<file path="src/rtl/vfd_pkg.sv">
// Package: default dimensions shared by the scan controller and its checker.
// Assumes: the pulse at the largest duty fits inside one slot.
package vfd_pkg;
    localparam int unsigned VFD_GRIDS     = 16;
    localparam int unsigned VFD_SEG_W     = 16;
    localparam int unsigned VFD_SLOT_CLKS = 64;
    localparam int unsigned VFD_DUTY_STEP = 4;
    localparam int unsigned VFD_DUTY_W    = 4;
    localparam int unsigned VFD_LED_W     = 5;
endpackage

</file>
<file path="src/rtl/vfd_seg_store.sv">
// Module: segment word memory together with its self-advancing write pointer.
// Assumes: one write port; the read port is asynchronous, and the scan side
// registers what it reads. The pointer wraps at GRIDS-1 and ignores the span.
module vfd_seg_store #(
    parameter int GRIDS = 16,
    parameter int SEG_W = 16,
    localparam int ADDR_W = $clog2(GRIDS)
) (
    input  logic              clk,
    input  logic              rst_n,
    input  logic              addr_load,
    input  logic [ADDR_W-1:0] addr_value,
    input  logic              word_wr,
    input  logic [SEG_W-1:0]  word_in,
    input  logic [ADDR_W-1:0] rd_addr,
    output logic [SEG_W-1:0]  rd_word,
    output logic [ADDR_W-1:0] wr_ptr
);
    logic [SEG_W-1:0]  mem_q [GRIDS];
    logic [ADDR_W-1:0] eff_addr;
    logic [ADDR_W-1:0] eff_next;

    // Address used this cycle: a pointer load wins over the stored pointer
    always_comb begin
        eff_addr = addr_load ? addr_value : wr_ptr;
        eff_next = (eff_addr == ADDR_W'(GRIDS - 1)) ? '0 : eff_addr + 1'b1;
    end

    // Write pointer: load, advance after a write, or hold
    always_ff @(posedge clk) begin
        if (!rst_n) begin
            wr_ptr <= '0;
        end else if (word_wr) begin
            wr_ptr <= eff_next;
        end else if (addr_load) begin
            wr_ptr <= addr_value;
        end
    end

    // One register per grid word, written when the address selects it
    for (genvar g = 0; g < GRIDS; g++) begin : g_word
        always_ff @(posedge clk) begin
            if (!rst_n) begin
                mem_q[g] <= '0;
            end else if (word_wr && (eff_addr == ADDR_W'(g))) begin
                mem_q[g] <= word_in;
            end
        end
    end

    // Read port for the scan engine
    assign rd_word = mem_q[rd_addr];
endmodule

</file>
<file path="src/rtl/vfd_scan_timer.sv">
// Module: slot counter, digit counter and pulse window generator.
// Assumes: duty and span requests are static between writes. They are adopted
// only where a scan period ends, so a period always runs with one setting.
module vfd_scan_timer #(
    parameter int GRIDS     = 16,
    parameter int SLOT_CLKS = 64,
    parameter int DUTY_STEP = 4,
    parameter int DUTY_W    = 4,
    localparam int ADDR_W = $clog2(GRIDS),
    localparam int SLOT_W = $clog2(SLOT_CLKS)
) (
    input  logic              clk,
    input  logic              rst_n,
    input  logic [DUTY_W-1:0] duty_req,
    input  logic [ADDR_W-1:0] span_req,
    output logic [SLOT_W-1:0] slot_pos,
    output logic [ADDR_W-1:0] cur_digit,
    output logic [ADDR_W-1:0] next_digit,
    output logic              slot_end,
    output logic              pulse_on,
    output logic [DUTY_W-1:0] duty_act,
    output logic [ADDR_W-1:0] span_act
);
    localparam int STEP_W = $clog2(DUTY_STEP + 1);
    localparam int CMP_W  = ((SLOT_W > DUTY_W + STEP_W) ? SLOT_W : DUTY_W + STEP_W) + 1;

    logic             period_end;
    logic [CMP_W-1:0] pulse_len;

    // Boundary decode and the grid that follows the current one
    always_comb begin
        slot_end   = (slot_pos == SLOT_W'(SLOT_CLKS - 1));
        period_end = slot_end && (cur_digit == span_act);
        next_digit = (cur_digit == span_act) ? '0 : cur_digit + 1'b1;
        pulse_len  = CMP_W'(duty_act) * CMP_W'(DUTY_STEP);
        pulse_on   = (CMP_W'(slot_pos) < pulse_len);
    end

    // Free-running position inside the slot
    always_ff @(posedge clk) begin
        if (!rst_n) begin
            slot_pos <= '0;
        end else if (slot_end) begin
            slot_pos <= '0;
        end else begin
            slot_pos <= slot_pos + 1'b1;
        end
    end

    // Grid index, advanced once per slot
    always_ff @(posedge clk) begin
        if (!rst_n) begin
            cur_digit <= '0;
        end else if (slot_end) begin
            cur_digit <= next_digit;
        end
    end

    // Settings in force, refreshed only at a period boundary
    always_ff @(posedge clk) begin
        if (!rst_n) begin
            duty_act <= '0;
            span_act <= '0;
        end else if (period_end) begin
            duty_act <= duty_req;
            span_act <= span_req;
        end
    end
endmodule

</file>
<file path="src/rtl/vfd_grid_drive.sv">
// Module: latches the word for the coming slot and forms the grid and segment
// outputs from the pulse window.
// Assumes: rd_word is the word of next_digit and is stable at the slot boundary.
module vfd_grid_drive #(
    parameter int GRIDS = 16,
    parameter int SEG_W = 16,
    localparam int ADDR_W = $clog2(GRIDS)
) (
    input  logic              clk,
    input  logic              rst_n,
    input  logic              slot_end,
    input  logic              pulse_on,
    input  logic [ADDR_W-1:0] cur_digit,
    input  logic [SEG_W-1:0]  rd_word,
    output logic [GRIDS-1:0]  grid_out,
    output logic [SEG_W-1:0]  seg_out
);
    logic [SEG_W-1:0] slot_word;

    // Word shown for the whole slot, captured as the slot begins
    always_ff @(posedge clk) begin
        if (!rst_n) begin
            slot_word <= '0;
        end else if (slot_end) begin
            slot_word <= rd_word;
        end
    end

    // One enable per grid, on only inside the pulse window
    for (genvar g = 0; g < GRIDS; g++) begin : g_grid
        assign grid_out[g] = pulse_on && (cur_digit == ADDR_W'(g));
    end

    // Segment drive follows the pulse window
    assign seg_out = pulse_on ? slot_word : '0;
endmodule

</file>
<file path="src/rtl/vfd_scan_dimmer.sv">
// Module: top of the multiplexed display controller. It holds the host-facing
// registers and joins the word store, the scan timer and the output stage.
// Assumes: all inputs are synchronous to clk. Duty and span register writes
// are taken up by the timer at the next period boundary.
module vfd_scan_dimmer #(
    parameter int GRIDS     = vfd_pkg::VFD_GRIDS,
    parameter int SEG_W     = vfd_pkg::VFD_SEG_W,
    parameter int SLOT_CLKS = vfd_pkg::VFD_SLOT_CLKS,
    parameter int DUTY_STEP = vfd_pkg::VFD_DUTY_STEP,
    parameter int DUTY_W    = vfd_pkg::VFD_DUTY_W,
    parameter int LED_W     = vfd_pkg::VFD_LED_W,
    localparam int ADDR_W = $clog2(GRIDS),
    localparam int SLOT_W = $clog2(SLOT_CLKS)
) (
    input  logic              clk,
    input  logic              rst_n,
    input  logic              addr_load,
    input  logic [ADDR_W-1:0] addr_value,
    input  logic              word_wr,
    input  logic [SEG_W-1:0]  word_in,
    input  logic              duty_wr,
    input  logic [DUTY_W-1:0] duty_in,
    input  logic              span_wr,
    input  logic [ADDR_W-1:0] span_in,
    input  logic              led_load,
    input  logic [LED_W-1:0]  led_in,
    output logic [GRIDS-1:0]  grid_out,
    output logic [SEG_W-1:0]  seg_out,
    output logic [LED_W-1:0]  led_out
);
    logic [DUTY_W-1:0] duty_q;
    logic [ADDR_W-1:0] span_q;
    logic [ADDR_W-1:0] wr_ptr;
    logic [SEG_W-1:0]  rd_word;
    logic [SLOT_W-1:0] slot_pos;
    logic [ADDR_W-1:0] cur_digit;
    logic [ADDR_W-1:0] next_digit;
    logic              slot_end;
    logic              pulse_on;
    logic [DUTY_W-1:0] duty_act;
    logic [ADDR_W-1:0] span_act;

    // Host brightness request
    always_ff @(posedge clk) begin
        if (!rst_n) begin
            duty_q <= '0;
        end else if (duty_wr) begin
            duty_q <= duty_in;
        end
    end

    // Host span request (index of the last grid)
    always_ff @(posedge clk) begin
        if (!rst_n) begin
            span_q <= '0;
        end else if (span_wr) begin
            span_q <= span_in;
        end
    end

    // Lamp latch, positive logic
    always_ff @(posedge clk) begin
        if (!rst_n) begin
            led_out <= '0;
        end else if (led_load) begin
            led_out <= led_in;
        end
    end

    vfd_seg_store #(.GRIDS(GRIDS), .SEG_W(SEG_W)) u_store (
        .clk        (clk),
        .rst_n      (rst_n),
        .addr_load  (addr_load),
        .addr_value (addr_value),
        .word_wr    (word_wr),
        .word_in    (word_in),
        .rd_addr    (next_digit),
        .rd_word    (rd_word),
        .wr_ptr     (wr_ptr)
    );

    vfd_scan_timer #(
        .GRIDS(GRIDS), .SLOT_CLKS(SLOT_CLKS), .DUTY_STEP(DUTY_STEP), .DUTY_W(DUTY_W)
    ) u_timer (
        .clk        (clk),
        .rst_n      (rst_n),
        .duty_req   (duty_q),
        .span_req   (span_q),
        .slot_pos   (slot_pos),
        .cur_digit  (cur_digit),
        .next_digit (next_digit),
        .slot_end   (slot_end),
        .pulse_on   (pulse_on),
        .duty_act   (duty_act),
        .span_act   (span_act)
    );

    vfd_grid_drive #(.GRIDS(GRIDS), .SEG_W(SEG_W)) u_drive (
        .clk       (clk),
        .rst_n     (rst_n),
        .slot_end  (slot_end),
        .pulse_on  (pulse_on),
        .cur_digit (cur_digit),
        .rd_word   (rd_word),
        .grid_out  (grid_out),
        .seg_out   (seg_out)
    );
endmodule

</file>
<file path="config.mk">
export PLATFORM = sky130hd
export DESIGN_NAME = vfd_scan_dimmer
export DESIGN_NICKNAME = d
export VERILOG_FILES = /design/src/rtl/vfd_pkg.sv /design/src/rtl/vfd_seg_store.sv /design/src/rtl/vfd_scan_timer.sv /design/src/rtl/vfd_grid_drive.sv /design/src/rtl/vfd_scan_dimmer.sv
export SDC_FILE = /design/constraint.sdc
export NUM_CORES = 1
export LEC_CHECK = 0
export ABC_AREA = 0
export BUFFER_PORTS_ARGS = -buffer_cell sky130_fd_sc_hd__buf_4
export CAP_MARGIN = 40
export CORE_ASPECT_RATIO = 1.75
export CORE_UTILIZATION = 35
export DETAILED_ROUTE_END_ITERATION = 7
export GPL_ROUTABILITY_DRIVEN = 1
export SLEW_MARGIN = 30
export SYNTH_ARGS = -nofsm -noshare
export SYNTH_HDL_FRONTEND = slang
export SYNTH_SLANG_ARGS = --single-unit
</file>
<file path="constraint.sdc">
create_clock -name clk -period 3.15 [get_ports clk]
set_input_delay 0.63 -clock clk [delete_from_list [all_inputs] [get_ports clk]]
set_output_delay 0.63 -clock clk [all_outputs]
set_load 0.005 [all_outputs]
</file>
==> summary.md, run 1 <==
| Metric | Value |
|---|---|
| CP Class | flop to output port |
| Clock buffer count from CTS | 27 |
| Buffer type at the clock tree root | sky130_fd_sc_hd__clkbuf_16 |
| RSZ-0062 raised after global routing | false |
| Peak VDD IR | about 0.0005 V |
| Clock sinks | ~310 |
| Outcome | completed |
| Async S/R FF share, synth | 0% |
| Mean area per synthesized cell | ~13 um2 |
| DR DRC count | 0 |
| Buffer depth of the longest clock path | 3 |
| Mapped Area | 14770 um2 |
| Worst setup slack after placement | 0.4562 ns |
| Leakage power | between 6 and 7 nW |
| Fin crit share | between 90 and 100% |
| CP bufs+invs | 2 |
| Setup WS post-layout | around 0.15 ns |
| Data arrival time of the critical path | 2.37 ns |
| Critical-path cell list | ha_1 > a21o_1 > a21o_1 > a21oi_4 > buf_12 > and4b_1 > buf_4 |
| Maximum number of pins on one net before global-route repair | 64 |
| Insertion delay to the later sink of the worst-skew pair | 0.56 ns |
| Min Tclk post-route | between 3 and 4 ns |
| GRT Util Overall | roughly 18% |
| Routed wire per std cell | roughly 21 um |
| Pwr per Cell Area | between 400 and 500 nW/um2 |
| Core Rows | 99 |
| MaxCap Viol Count | 0 |
| Number of buffer cells added on primary ports | 76 |
| Post-synth EDFFs | 256 |
| Number of fill cells in the layout | 3949 |
| Clock slew at reported path FFs | 0.07 ns |
| Grt peak-use layer | met2 |
| Max Transition Viols Final | 0 |
| Antenna violation net count after detailed routing | 0 |
| Endpoint type of the worst setup path | output port |
| Via count of the first global-routing pass | roughly 9600 |
| Data required time at the worst endpoint | 2.52 ns |
| Synthesized netlist cell count | roughly 1100 |
| Final cell area excluding filler cells | 16900 um2 |
| Top FF cell, synth | sky130_fd_sc_hd__edfxtp_1 |
| Critical-path maximum fanout | 29 |
| Number of hold buffers added after cts | 0 |
| Final hold violation count | 0 |
| Distinct cell type count after synthesis | 55 |
| Worst Setup Start Kind | flop |
| Die outline width | between 150 and 200 um |
| Overflow left after global routing | 0 |
| CP peak stage delay | 0.40 ns |
| Instance area at placement | approximately 16000 um2 |
| Max transition margin | 45.14% |
| Syn. warnings | 0 |
| Slowest cell on the critical path | sky130_fd_sc_hd__dfxtp_1 |
| Antenna violations before repair | 1 |
| Sequential element share of the synthesized area | ~59% |
| Final setup violating endpoints | 0 |
| HP Class | input pin to flop |
| Slew at the pin with the worst max-slew slack | approximately 0.82 ns |
| Half-perimeter wire length of the detailed placement result | about 27 mm |
| CTS tree | done |
| Met2 Resource Use GR | 36.49% |
| Synthesis-to-finish area growth | 14.43% |
| Largest delay share family, worst path | compound AO/OA/AOI/OAI gates |
| Core region area | about 42000 um2 |
| Grt met3 use | between 1.5 and 2% |
| Weighted congestion reported at the end of routability-driven placement | approximately 0.84 |
| Met1 usage | between 10% and 20% |
| Die area | about 43000 um2 |
| Number of register bits inferred by synthesis | between 300 and 400 |
| Clock Skew | between 0.015 and 0.02 ns |
| Total negative slack | 0 ns |
| Number of search-and-repair iterations in the first detailed-routing pass | 5 |
| Level count of the clock H-tree | 1 |
| Setup bufs post-CTS | 0 |
| Count of nets after finishing | 1264 |
| Proportion of layout cells with a drive suffix above 1 | 22.34% |
| Initial Util | between 30% and 40% |
| Routed wire length | between 30 and 40 mm |
| Via count normalized by instance count | 5.215 |
| Detailed-route via count | a little over 9000 |
| First-pass GRT wire length | about 58 mm |
| Die height | approximately 270 um |
| Total nets after synthesis | approximately 1200 |
| Number of DRC markers in iteration 0 | 578 |
| Most frequent cell on the critical path | sky130_fd_sc_hd__a21o_1 |
| I/O pin count | 77 |
| Highest clock rate | 333.3 MHz |
[cells by family (layout without fill, tap and decap cells)]
kind of cell	after synthesis	count (layout)	synth area share, %
buffers and inverters	102	188	3.016
multiplexers	83	83	7.270
XOR/XNOR	12	12	1.042
AO/OA/AOI/OAI	196	196	11.07
AND/OR/NAND/NOR	433	433	17.61
flip-flops	307	307	58.97
other	0	1	0
adder cells (fa/ha/maj)	12	12	1.017
[worst register-to-register path, cell delays in order, from the launching register on]
cell and delay (ns):
sky130_fd_sc_hd__dfxtp_1 0.49, sky130_fd_sc_hd__inv_1 0.11, sky130_fd_sc_hd__ha_2 0.68, sky130_fd_sc_hd__buf_4 0.30, sky130_fd_sc_hd__mux2_2 0.36, sky130_fd_sc_hd__a221o_1 0.32, sky130_fd_sc_hd__a21oi_1 0.21, sky130_fd_sc_hd__o32ai_2 0.12
[state kept, by name (all words and copies together) (netlist names)]
name	cells
duty_q	4
u_timer.cur_digit	4
span_q	4
u_store.mem_q	256
u_store.wr_ptr	4
u_timer.duty_act	4
u_timer.span_act	4
u_timer.slot_pos	6
u_drive.slot_word	16
led_out	5
[timing repair]
action,4_1_cts,5_1_grt
endpoints found under the setup margin,0,9
gates resized for setup,0,1
hold endpoints to repair,0,0
[Yosys cell counts (3+ instances only)]
library cell               instances  area share [%]
sky130_fd_sc_hd__and2_1          304              13
sky130_fd_sc_hd__edfxtp_1        256              52
sky130_fd_sc_hd__clkbuf_1         72             1.8
sky130_fd_sc_hd__dfxtp_1          51             6.9
sky130_fd_sc_hd__nand2_1          47             1.2
sky130_fd_sc_hd__a21oi_1          35             1.2
sky130_fd_sc_hd__mux2_2           34             2.6
sky130_fd_sc_hd__mux2i_1          33             2.2
sky130_fd_sc_hd__nor2_1           24            0.61
sky130_fd_sc_hd__o211ai_1         19            0.97
sky130_fd_sc_hd__o21ai_0          18            0.61
sky130_fd_sc_hd__a221o_1          16             1.1
sky130_fd_sc_hd__a31oi_1          16            0.68
sky130_fd_sc_hd__mux4_2           16             2.4
sky130_fd_sc_hd__nor2b_1          16            0.68
sky130_fd_sc_hd__ha_1             12             1.0
sky130_fd_sc_hd__nand3_1          12            0.41
sky130_fd_sc_hd__o21ai_1          12            0.41
sky130_fd_sc_hd__o221a_2          12            0.92
sky130_fd_sc_hd__buf_2            11            0.37
sky130_fd_sc_hd__o221ai_1         11            0.65
sky130_fd_sc_hd__o32ai_2          10             1.1
sky130_fd_sc_hd__a21boi_1          8            0.41
sky130_fd_sc_hd__a221oi_1          8            0.47
sky130_fd_sc_hd__a221oi_2          8            0.81
sky130_fd_sc_hd__and3_1            8            0.34
sky130_fd_sc_hd__and4b_1           8            0.54
sky130_fd_sc_hd__inv_1             6            0.15
sky130_fd_sc_hd__o32ai_1           6            0.36
sky130_fd_sc_hd__buf_6             5            0.38
sky130_fd_sc_hd__and4_1            4            0.24
sky130_fd_sc_hd__buf_1             4            0.10
sky130_fd_sc_hd__o221a_1           4            0.31
sky130_fd_sc_hd__xnor2_1           4            0.24
sky130_fd_sc_hd__xor2_2            4            0.44
sky130_fd_sc_hd__buf_4             3            0.15
sky130_fd_sc_hd__o21a_1            3            0.15
sky130_fd_sc_hd__xor2_1            3            0.18
[area by class of cell]
type	instances	area (um2)	share of cell area, %
antenna	1	2.502	0.01481
clock buffer	31	690.7	4.087
clock inverter	17	87.58	0.5183
inverter	7	26.28	0.1555
multi-input combinational	736	5660	33.50
sequential	307	8712	51.56
tap	555	694.4	4.110
timing repair buffer	133	1023	6.057
[routing by layer]
metal	part of all wire, %	wire (um)	vias up
met5	0	0	-
met4	3.6	1364	0
met3	3.4	1322	81
met2	57	22010	273
met1	36	13680	4641
li1	-	-	4325
[where the power goes]
group          internal, mW  leakage [nW]  switching (mW)  total, mW
Clock                  1.57         0.377            1.48       3.05
Combinational         0.154          2.80           0.282      0.436
Sequential             4.56          3.08          0.0549       4.62
[path summary, 6_finish.rpt]
kind                                            from                     to  slack (ns)  depth (start not counted)
worst min register to register             duty_q[0]    u_timer.duty_act[0]        0.45                          2
worst max-delay path             u_timer.slot_pos[3]            grid_out[6]        0.15                          7
worst max register to register  u_timer.cur_digit[1]  u_drive.slot_word[11]        0.43                          7
worst min-delay path                      span_in[2]              span_q[2]        0.32                          3
[through the flow]
step | utilization (%) | std cells | power [mW] | hold WS (ns)
detailed placement | 38.71 | 1738 | 5.150 | 0.4491
CTS | 40.58 | 1786 | 8.168 | 0.3057
global placement | 38.63 | 1736 | 5.134 | 0.4322
floorplan | - | 1145 | 4.929 | 0.4176
finish | 40.60 | 1787 | 8.107 | 0.3236
global route | 40.60 | 1787 | 8.340 | 0.3147
[cell usage in the layout, fill, tap and decap left out, drive strengths merged, types with 19 or more instances in the layout]
master / count
buf: 133
and2: 304
nand2: 47
nor2: 25
o211ai: 19
mux2: 34
edfxtp: 256
o21ai: 31
dfxtp: 51
a21oi: 35
mux2i: 33
clkbuf: 31
(Power assumes the default switching activity.)
==> inputs of run 2 (changes only) <==
--- a/config.mk
+++ b/config.mk
@@ -8,11 +8,16 @@
 export ABC_AREA = 0
 export BUFFER_PORTS_ARGS = -buffer_cell sky130_fd_sc_hd__buf_4
 export CAP_MARGIN = 40
+export CELL_PAD_IN_SITES_DETAIL_PLACEMENT = 1
+export CELL_PAD_IN_SITES_GLOBAL_PLACEMENT = 1
 export CORE_ASPECT_RATIO = 1.75
 export CORE_UTILIZATION = 35
+export CTS_CLUSTER_SIZE = 8
 export DETAILED_ROUTE_END_ITERATION = 7
 export GPL_ROUTABILITY_DRIVEN = 1
+export PLACE_DENSITY_LB_ADDON = 0.1
 export SLEW_MARGIN = 30
 export SYNTH_ARGS = -nofsm -noshare
 export SYNTH_HDL_FRONTEND = slang
+export SYNTH_HIERARCHICAL = 1
 export SYNTH_SLANG_ARGS = --single-unit
==> summary.md, run 2 <==
| Metric | Value |
|---|---|
| Outcome | completed |
| I/O pin count | between 70 and 80 |
| Maximum number of pins on one net before global-route repair | between 60 and 70 |
| Count of nets after finishing | 1210 |
| Max FFs per register | between 200 and 300 |
| Mapped Area | ~14000 um2 |
| Mean area per synthesized cell | 12.90 um2 |
| Max transition margin | approximately 48% |
| Die outline width | ~150 um |
| Met1 usage | 24.84% |
| Number of fill cells in the layout | between 4000 and 5000 |
| Peak VDD IR | between 0.0003 and 0.0004 V |
| Buffer type at the clock tree root | sky130_fd_sc_hd__clkbuf_16 |
| Buffer depth of the longest clock path | 3 |
| Clock buffer count from CTS | 44 |
| Initial Util | between 30% and 40% |
| Via count normalized by instance count | between 5 and 6 |
| Final Core Density | 42.35% |
| Routed wire length | ~42 mm |
| GRT Util Overall | between 20% and 30% |
| Slack of the worst reg-to-reg path | approximately 0.63 ns |
| Termination of the worst setup path | seg_out[13] |
| Core region area | 38510 um2 |
| Grt peak-use layer | met2 |
| Top flop regs | u_store/mem_q (256), u_drive/slot_word (16), u_timer/slot_pos (6) |
| Number of hold buffers added after cts | 0 |
| Pwr per Cell Area | just under 600 nW/um2 |
| HP Class | input pin to flop |
| Total nets after synthesis | about 1100 |
| Sequential element share of the synthesized area | between 60 and 70% |
| Final cell area excluding filler cells | approximately 16000 um2 |
| Most frequent cells in the layout | sky130_fd_sc_hd__nor2_1, sky130_fd_sc_hd__edfxtp_1, sky130_fd_sc_hd__buf_4 |
| Half-perimeter wire length of the detailed placement result | approximately 26 mm |
| Max Transition Viols Final | 0 |
| RSZ-0062 raised after global routing | false |
| Clock sinks | 307 |
| Number of DRC markers in iteration 0 | ~540 |
| DR DRC count | 0 |
| Insertion delay to the later sink of the worst-skew pair | between 0.5 and 0.6 ns |
| Level count of the clock H-tree | 2 |
| Post-synth EDFFs | approximately 260 |
| Async S/R FF share, synth | 0% |
| Die area | approximately 40000 um2 |
| Setup WS post-layout | 0.1616 ns |
| Cell types with the highest counts after synthesis | sky130_fd_sc_hd__nor2_1, sky130_fd_sc_hd__edfxtp_1, sky130_fd_sc_hd__nand2_1, sky130_fd_sc_hd__mux4_2, sky130_fd_sc_hd__dfxtp_1 |
| Via count of the first global-routing pass | between 9000 and 10000 |
| Antenna diodes | 0 |
| Clock Skew | 0.01441 ns |
| Syn. warnings | 6 |
| Detailed-route via count | approximately 8900 |
| FF-to-FF path depth | 9 |
| Die height | about 260 um |
| Leading cell type in the layout, fill and taps excluded | sky130_fd_sc_hd__nor2_1 |
| Antenna violation net count after detailed routing | 0 |
| Fin crit share | 94.87% |
| Synthesis-to-finish area growth | 19.13% |
| Number of buffer cells added on primary ports | 76 |
| FF-to-FF Start | u_timer/span_act[0] |
| Clock slew at reported path FFs | 0.06 ns |
| Dominant cells by area after synthesis | sky130_fd_sc_hd__edfxtp_1, sky130_fd_sc_hd__mux4_2, sky130_fd_sc_hd__nor2_1, sky130_fd_sc_hd__dfxtp_1, sky130_fd_sc_hd__nand2_1 |
| Final setup violating endpoints | 0 |
| CP Class | flop to output port |
| Worst setup slack after placement | approximately 0.54 ns |
| Min Tclk post-route | roughly 3 ns |
| First-pass GRT wire length | 61.99 mm |
| Met2 Resource Use GR | about 41% |
| Worst R2R End | u_drive/slot_word[10] |
| Weighted congestion reported at the end of routability-driven placement | between 0.7 and 0.8 |
| Most used standard cell by instance count after synthesis | sky130_fd_sc_hd__nor2_1 |
| Most area-hungry cell type in the Yosys netlist | sky130_fd_sc_hd__edfxtp_1 |
| Distinct cell type count after synthesis | 42 |
| Highest clock rate | 334.6 MHz |
| Proportion of layout cells with a drive suffix above 1 | around 22% |
| Final hold violation count | 0 |
| Synthesized netlist cell count | around 1100 |
| CTS tree | done |
| Leakage power | between 5 and 6 nW |
| Routed wire per std cell | between 20 and 25 um |
| Data required time at the worst endpoint | 2.52 ns |
| Yosys top cell area share | between 50% and 60% |
| MaxCap Viol Count | 0 |
| Data arrival time of the critical path | about 2.4 ns |
| Overflow left after global routing | 0 |
| Largest Register | u_store/mem_q |
| Top FF cell, synth | sky130_fd_sc_hd__edfxtp_1 |
| Number of search-and-repair iterations in the first detailed-routing pass | 6 |
| Number of register bits inferred by synthesis | between 300 and 400 |
| Instance area at placement | 15040 um2 |
| Critical-path maximum fanout | 8 |
| Total negative slack | 0 ns |
| Core Rows | 95 |
| Slew at the pin with the worst max-slew slack | between 0.7 and 0.8 ns |
| Worst Setup Start Kind | flop |
| Grt met3 use | between 2 and 3% |
| Endpoint type of the worst setup path | output port |
| CP Launch Point | u_timer/slot_pos[3] |
| Antenna violations before repair | 0 |
==> run 2: changes by cell type after synthesis, moves of 14 or more <==
cell	previous run	this run
sky130_fd_sc_hd__and2_1	304	20
sky130_fd_sc_hd__nor2_1	24	276
sky130_fd_sc_hd__nand2_1	47	94
sky130_fd_sc_hd__clkbuf_1	72	30
sky130_fd_sc_hd__mux4_2	16	54
sky130_fd_sc_hd__mux2_2	34	0
sky130_fd_sc_hd__a22oi_1	0	33
sky130_fd_sc_hd__a21oi_1	35	14
sky130_fd_sc_hd__buf_2	11	30
sky130_fd_sc_hd__o211ai_1	19	0
sky130_fd_sc_hd__a221o_1	16	0
sky130_fd_sc_hd__nor2b_1	16	32
sky130_fd_sc_hd__a31oi_1	16	2
==> run 2: how the worst min path moves through the flow <==
stage	startpoint	to	cells after the start
6_report	led_in[4]	led_out[4]	3
5_1_grt	led_in[4]	led_out[4]	3
4_1_cts	duty_in[2]	duty_q[2]	3
3_5_place_dp	u_timer/slot_pos[0]	u_timer/slot_pos[0]	1
3_3_place_gp	u_timer/slot_pos[0]	u_timer/slot_pos[0]	1
2_1_floorplan	u_timer/slot_pos[0]	u_timer/slot_pos[0]	1
==> run 2: logic make-up (layout without fill, tap and decap cells) <==
kind of cell / after synthesis / in the layout / share of synthesized area, %
simple gates: 469 / 469 / 14.61
xor+xnor: 11 / 11 / 0.7038
buf+inv: 87 / 212 / 3.318
flops: 307 / 307 / 63.61
compound gates: 82 / 82 / 3.784
fa+ha+maj: 9 / 9 / 0.8226
mux: 96 / 96 / 13.14
==> run 2: routing by layer <==
layer  share of wire (%)  up-vias
met3                 3.7       76
met2                  55      213
met5                   0        -
met4                 3.4        0
met1                  38     4618
li1                    -     4012
==> run 2: report_power, final <==
part | switching (mW) | internal (mW) | total [mW]
Combinational | 0.404 | 0.192 | 0.596
Sequential | 0.0531 | 4.57 | 4.62
Clock | 1.73 | 2.61 | 4.34
==> run 2: per-stage QoR <==
stage	power [mW]	instances	hold WS (ns)
6_report	9.563	1671	0.3483
5_1_grt	9.880	1671	0.3449
4_1_cts	9.697	1669	0.3259
3_5_place_dp	5.311	1598	0.4386
3_3_place_gp	5.294	1598	0.4317
2_1_floorplan	4.990	1061	0.4175
==> run 2: layout make-up <==
class / count / area, um2 / area share [%]
multi-input cells: 667 / 4672 / 28.65
clock buffers: 68 / 1212 / 7.434
flip-flops and latches: 307 / 8708 / 53.40
repair buffers: 131 / 1046 / 6.414
clock inverters: 3 / 25.02 / 0.1534
inverters: 10 / 37.54 / 0.2302
well taps: 485 / 606.8 / 3.721
==> run 2: what timing repair did <==
item	CTS	global route
pin swaps	0	1
gates resized for setup	1	1
endpoints found under the setup margin	1	2
setup buffers	0	2
==> run 2: critical path, stage by stage, from the launching register on <==
cell and delay, ns:
sky130_fd_sc_hd__dfxtp_1 0.40, sky130_fd_sc_hd__ha_1 0.25, sky130_fd_sc_hd__a21o_1 0.16, sky130_fd_sc_hd__a21o_1 0.20
sky130_fd_sc_hd__a21oi_4 0.26, sky130_fd_sc_hd__buf_4 0.16, sky130_fd_sc_hd__buf_4 0.12, sky130_fd_sc_hd__and2_1 0.15
sky130_fd_sc_hd__buf_4 0.11
